===== config.mk =====
export PLATFORM = sky130hd
export DESIGN_NAME = masked_byte_cmp
export DESIGN_NICKNAME = d
export VERILOG_FILES = /design/src/rtl/mbc_pkg.sv /design/src/rtl/mbc_pick.sv /design/src/rtl/mbc_bytecmp.sv /design/src/rtl/mbc_ctrl.sv /design/src/rtl/masked_byte_cmp.sv
export SDC_FILE = /design/constraint.sdc
export NUM_CORES = 1
export LEC_CHECK = 0
export BUFFER_PORTS_ARGS = -buffer_cell sky130_fd_sc_hd__buf_4
export CORE_MARGIN = 4
export CORE_UTILIZATION = 35
export CTS_CLUSTER_DIAMETER = 40
export DETAILED_ROUTE_END_ITERATION = 6
export PLACE_DENSITY = 0.55
export SYNTH_ARGS = -nofsm -noshare
export SYNTH_HDL_FRONTEND = slang
export SYNTH_SLANG_ARGS = --single-unit

===== constraint.sdc =====
create_clock -name clk -period 3.9 [get_ports clk]
set_clock_uncertainty 0.1 [all_clocks]
set_input_delay 0.195 -clock clk [delete_from_list [all_inputs] [get_ports clk]]
set_output_delay 0.195 -clock clk [all_outputs]
set_load 0.01 [all_outputs]

===== src/rtl/mbc_pkg.sv =====
package mbc_pkg;

   typedef enum logic [1:0] {
      CC_EQ   = 2'd0,
      CC_LOW  = 2'd1,
      CC_HIGH = 2'd2
   } cc_t;

   typedef enum logic [1:0] {
      ST_IDLE,
      ST_ISSUE,
      ST_CHECK,
      ST_DONE
   } st_t;

endpackage


===== src/rtl/mbc_pick.sv =====
module mbc_pick #(
   parameter int NB         = 4,
   parameter int IW         = 2,
   parameter bit LEFT_FIRST = 1'b1
) (
   input  logic [NB-1:0] pend,
   output logic          found,
   output logic [IW-1:0] idx
);

   assign found = |pend;

   generate
      if (LEFT_FIRST) begin : g_left
         // highest set index wins: later loop iterations overwrite
         always_comb begin
            idx = '0;
            for (int i = 0; i < NB; i++) begin
               if (pend[i]) idx = IW'(i);
            end
         end
      end else begin : g_right
         always_comb begin
            idx = '0;
            for (int i = NB - 1; i >= 0; i--) begin
               if (pend[i]) idx = IW'(i);
            end
         end
      end
   endgenerate

endmodule


===== src/rtl/mbc_bytecmp.sv =====
module mbc_bytecmp
   import mbc_pkg::*;
#(
   parameter int BW = 8
) (
   input  logic [BW-1:0] a,
   input  logic [BW-1:0] b,
   output logic          ne,
   output cc_t           res
);

   always_comb begin
      ne = (a != b);
      if (a < b)      res = CC_LOW;
      else if (a > b) res = CC_HIGH;
      else            res = CC_EQ;
   end

endmodule


===== src/rtl/mbc_ctrl.sv =====
module mbc_ctrl
   import mbc_pkg::*;
(
   input  logic clk,
   input  logic rst_n,
   input  logic start,
   input  logic mask_zero,
   input  logic byte_ne,
   input  logic last,
   output st_t  state
);

   st_t state_nx;

   always_comb begin
      state_nx = state;
      unique case (state)
         ST_IDLE:  if (start) state_nx = mask_zero ? ST_DONE : ST_ISSUE;
         ST_ISSUE: state_nx = ST_CHECK;
         ST_CHECK: state_nx = (byte_ne || last) ? ST_DONE : ST_ISSUE;
         ST_DONE:  state_nx = ST_IDLE;
         default:  state_nx = ST_IDLE;
      endcase
   end

   always_ff @(posedge clk) begin
      if (!rst_n) state <= ST_IDLE;
      else        state <= state_nx;
   end


   mismatch_stop_chk: assert property (@(posedge clk) disable iff (!rst_n)
      (state == ST_CHECK && byte_ne) |=> (state == ST_DONE));

endmodule


===== src/rtl/masked_byte_cmp.sv =====
module masked_byte_cmp
   import mbc_pkg::*;
#(
   parameter int NUM_BYTES  = 4,
   parameter int BYTE_W     = 8,
   parameter int ADDR_W     = 24,
   parameter bit LEFT_FIRST = 1'b1
) (
   input  logic                        clk,
   input  logic                        rst_n,
   input  logic                        start,
   input  logic [NUM_BYTES*BYTE_W-1:0] opnd,
   input  logic [NUM_BYTES-1:0]        mask,
   input  logic [ADDR_W-1:0]           base_addr,
   output logic                        busy,
   output logic                        done,
   output logic [1:0]                  cc,
   output logic                        rd_req,
   output logic [ADDR_W-1:0]           rd_addr,
   input  logic [BYTE_W-1:0]           rd_data
);

   localparam int REG_W = NUM_BYTES * BYTE_W;
   localparam int IDX_W = (NUM_BYTES > 1) ? $clog2(NUM_BYTES) : 1;

   generate
      if (NUM_BYTES < 1 || NUM_BYTES > 16) begin : g_bad_nb
         $error("NUM_BYTES must lie in 1..16");
      end
      if (BYTE_W < 1) begin : g_bad_bw
         $error("BYTE_W must be positive");
      end
      if (ADDR_W < 1) begin : g_bad_aw
         $error("ADDR_W must be positive");
      end
   endgenerate

   st_t                  state;
   logic [REG_W-1:0]     opnd_q;
   logic [NUM_BYTES-1:0] pend_q;
   logic [NUM_BYTES-1:0] pend_nx;
   logic [ADDR_W-1:0]    addr_q;
   cc_t                  cc_q;
   logic                 accept;
   logic                 found;
   logic [IDX_W-1:0]     idx;
   logic [BYTE_W-1:0]    opbyte [NUM_BYTES];
   logic [BYTE_W-1:0]    sel_byte;
   logic                 byte_ne;
   cc_t                  byte_res;
   logic                 last;

   assign accept = (state == ST_IDLE) && start;

   genvar g;
   generate
      for (g = 0; g < NUM_BYTES; g++) begin : g_bytes
         assign opbyte[g] = opnd_q[g*BYTE_W +: BYTE_W];
      end
   endgenerate

   mbc_pick #(.NB(NUM_BYTES), .IW(IDX_W), .LEFT_FIRST(LEFT_FIRST)) u_pick (
      .pend  (pend_q),
      .found (found),
      .idx   (idx)
   );

   assign sel_byte = opbyte[idx];

   mbc_bytecmp #(.BW(BYTE_W)) u_cmp (
      .a   (sel_byte),
      .b   (rd_data),
      .ne  (byte_ne),
      .res (byte_res)
   );

   always_comb begin
      pend_nx      = pend_q;
      pend_nx[idx] = 1'b0;
   end

   assign last = (pend_nx == '0);

   mbc_ctrl u_ctrl (
      .clk       (clk),
      .rst_n     (rst_n),
      .start     (start),
      .mask_zero (mask == '0),
      .byte_ne   (byte_ne),
      .last      (last),
      .state     (state)
   );

   always_ff @(posedge clk) begin
      if (!rst_n) begin
         opnd_q <= '0;
         pend_q <= '0;
         addr_q <= '0;
         cc_q   <= CC_EQ;
      end else if (accept) begin
         opnd_q <= opnd;
         pend_q <= mask;
         addr_q <= base_addr;
         cc_q   <= CC_EQ;
      end else if (state == ST_CHECK) begin
         if (byte_ne) begin
            cc_q <= byte_res;
         end else begin
            pend_q <= pend_nx;
            addr_q <= addr_q + ADDR_W'(1);
         end
      end
   end

   assign busy    = (state != ST_IDLE);
   assign done    = (state == ST_DONE);
   assign rd_req  = (state == ST_ISSUE);
   assign rd_addr = addr_q;
   assign cc      = cc_q;


   req_spacing_chk: assert property (@(posedge clk) disable iff (!rst_n)
      rd_req |=> !rd_req);


   done_pulse_chk: assert property (@(posedge clk) disable iff (!rst_n)
      done |=> !done);


   cc_code_chk: assert property (@(posedge clk) disable iff (!rst_n)
      done |-> (cc != 2'b11));


   empty_mask_chk: assert property (@(posedge clk) disable iff (!rst_n)
      (accept && mask == '0) |=> (done && cc == 2'd0 && !rd_req));


   issue_has_byte_chk: assert property (@(posedge clk) disable iff (!rst_n)
      rd_req |-> found);


   busy_start_chk: assert property (@(posedge clk) disable iff (!rst_n)
      (busy && !done && start) |=> busy);


   cc_hold_chk: assert property (@(posedge clk) disable iff (!rst_n)
      ($past(done) && !busy) |-> $stable(cc));

endmodule


==> out/qor.csv <==
metric,value,unit
pre_cts_slack,410,ps
min_period,3540,ps
synth_seq_cells,64,
wl,11000,um
grt_pass1_vias,3511,
syn_area,3470,um2
p_total,1800,uW
critPathArrivalTime,3690,ps
hp-class,primary input to register,
drive_gt1_frac,0.226,
grt_max_degree,43,
multi_input_area,2030,um2
slew_violations,0,
layout.nets,646,
syn_nets,538,
ant_nets,0,
clockBufferDepth,2,
tightest_slew,850,ps
hold_viol,0,
drtIter0Drc,181,
yosys.area.top_type,dfxtp_1,
numCtsBuffers,9,
dpl.hpwl,7910,um
yosys.area.top_type_share,0.369,
cp.required,4050,ps
htreeDepth,3,
final_design_area_no_fill,4760,um2
vias,3713,
diodes,0,
cts-root-buf,clkbuf_8,
min-delay-start,opnd[11],
setup_tns,0,ps
row_count,36,
die_area,11600,um2
cap_violations,0,
cp-startpoint,pend_q[1]$_SDFFE_PN0P_,
coreArea,9730,um2
first_pass_iters,4,
grt.total_usage,0.190,
numPortBuffers,99,
power_density,378,nW/um2
area_growth,37.1,%
avgSynthCellArea,7.59,um2
rsz0062_at_grt,false,
layout.filler_cells,1020,
reg2reg_from,pend_q[1]$_SDFFE_PN0P_,
insertion_delay,350,ps
cts_tree,built,
grt_overflow,0,
ys_async_sr_fraction,0,
antenna_found_initial,0,
period_share,0.907,
yosysSeqAreaShare,0.369,
synth_cell_type_count,47,
drc,0,
fp.dieH,108,um
cp-end-kind,register,
wl_per_cell,15.6,um
place_area,4310,um2
cts_num_sinks,64,
die_w,108,um
pin_count,100,
yosysMostFrequentCell,nand2_1,
place_congestion,0.806,
initial_core_util,0.357,
ys_warn_count,0,
ir_drop,199,uV
vias_per_cell,5.27,
synthTopCellsByCount,"nand2_1 (89), dfxtp_1 (64), a21oi_1 (50)",
synth_edf_count,0,
synthTopCellsByArea,"dfxtp_1 (37%), nand2_1 (9.6%), a21oi_1 (7.2%), o21ai_0 (4.2%), ha_1 (3.2%)",
crit_type,register to register,
max_freq,0.283,GHz
clk_pin_slew_worst_paths,80,ps
setup_ws,363,ps
synth_ff_type,dfxtp_1,
syn_inst,458,
relSlewSlack,0.429,
finalSetupViolCount,0,
leakagePower,0.00187,uW
register_area,1280,um2
worstPathMaxFanout,13,
cts_resized,0,
status,finished clean,
grt_pass1_wl,17700,um
cp-start-kind,register,
[cells by family (layout without fill, tap and decap cells)]
kind of cell	count (synthesis)	after routing	share of synthesized area
AND/OR/NAND/NOR	208	208	0.302
AO/OA/AOI/OAI	121	121	0.211
flip-flops	64	64	0.369
buffers and inverters	43	156	0.0486
adder cells (fa/ha/maj)	10	10	0.0353
multiplexers	10	10	0.0288
XOR/XNOR	2	2	0.00504
[per-stage QoR]
step,util,cells,hold slack [ps]
2_1_floorplan,-,458,225
4_1_cts,0.490,704,0.393
3_3_place_gp,0.443,665,342
5_1_grt,0.490,704,9.93
3_5_place_dp,0.443,665,346
6_report,0.490,704,8.56
[cell usage in the layout, fill, tap and decap left out, drive strengths merged, types with 3 or more instances in the layout]
master / count
buf: 104
ha: 9
nor4: 12
a311oi: 7
inv: 14
nor3: 17
and4: 8
or3: 4
and2: 8
a31oi: 4
clkinv: 4
nor2: 23
dlygate4sd3: 23
nor3b: 4
nand2: 89
o21ai: 29
a211o: 3
a21oi: 50
or4: 8
a211oi: 7
clkbuf: 9
mux2i: 10
nand4: 12
nand3: 13
dfxtp: 64
o31ai: 5
o211ai: 5
nand2b: 4
[repair_timing]
item | in CTS | in global routing
hold buffers | 23 | 0
buffers inserted | 0 | 0
endpoints found under the hold margin | 23 | 0
[where the power goes]
part           switching [uW]  total [uW]  internal, uW  leakage (uW)
logic                     179         362           182       0.00123
registers                70.8         780           709      0.000527
clock network             291         659           368      0.000114
[area by class of cell]
cell class / count / area share
Tap cell: 133 / 0.0349
Inverter: 13 / 0.0102
Sequential cell: 64 / 0.269
Multi-Input combinational cell: 351 / 0.426
Timing Repair Buffer: 127 / 0.212
Clock inverter: 7 / 0.0218
Clock buffer: 9 / 0.0260
[flip-flops by register name (all words and copies together) (netlist names)]
| signal | flops |
|---|---|
| cc | 2 |
| rd_addr | 24 |
| opnd_q | 32 |
| pend_q | 4 |
| u_ctrl.state | 2 |
[routing by layer]
| layer | wire, um | track usage |
|---|---|---|
| met5 | 0 | 0 |
| met4 | 161 | 0.0595 |
| met3 | 434 | 0.0306 |
| met2 | 4870 | 0.284 |
| met1 | 5540 | 0.278 |
[path summary, 6_finish.rpt]
kind / cells past startpoint / slack [ps] / to
worst min register to register: 2 / 360 / opnd_q[2]$_SDFFE_PN0P_
worst max-delay path: 9 / 360 / rd_addr[10]$_SDFFE_PN0P_
worst min-delay path: 3 / 9 / opnd_q[11]$_SDFFE_PN0P_
worst max register to register: 9 / 360 / rd_addr[10]$_SDFFE_PN0P_
[worst max-delay path: stages, from the launching register on]
cell and delay (ps):
dfxtp_1 700, mux2i_1 270, nor2_1 60, a21oi_1 150, o21ai_0 110, ha_1 370, nand4_2 240, or3_1 640
or4_1 560, a311oi_1 250
Note: power is estimated with default switching activity, not from simulation.
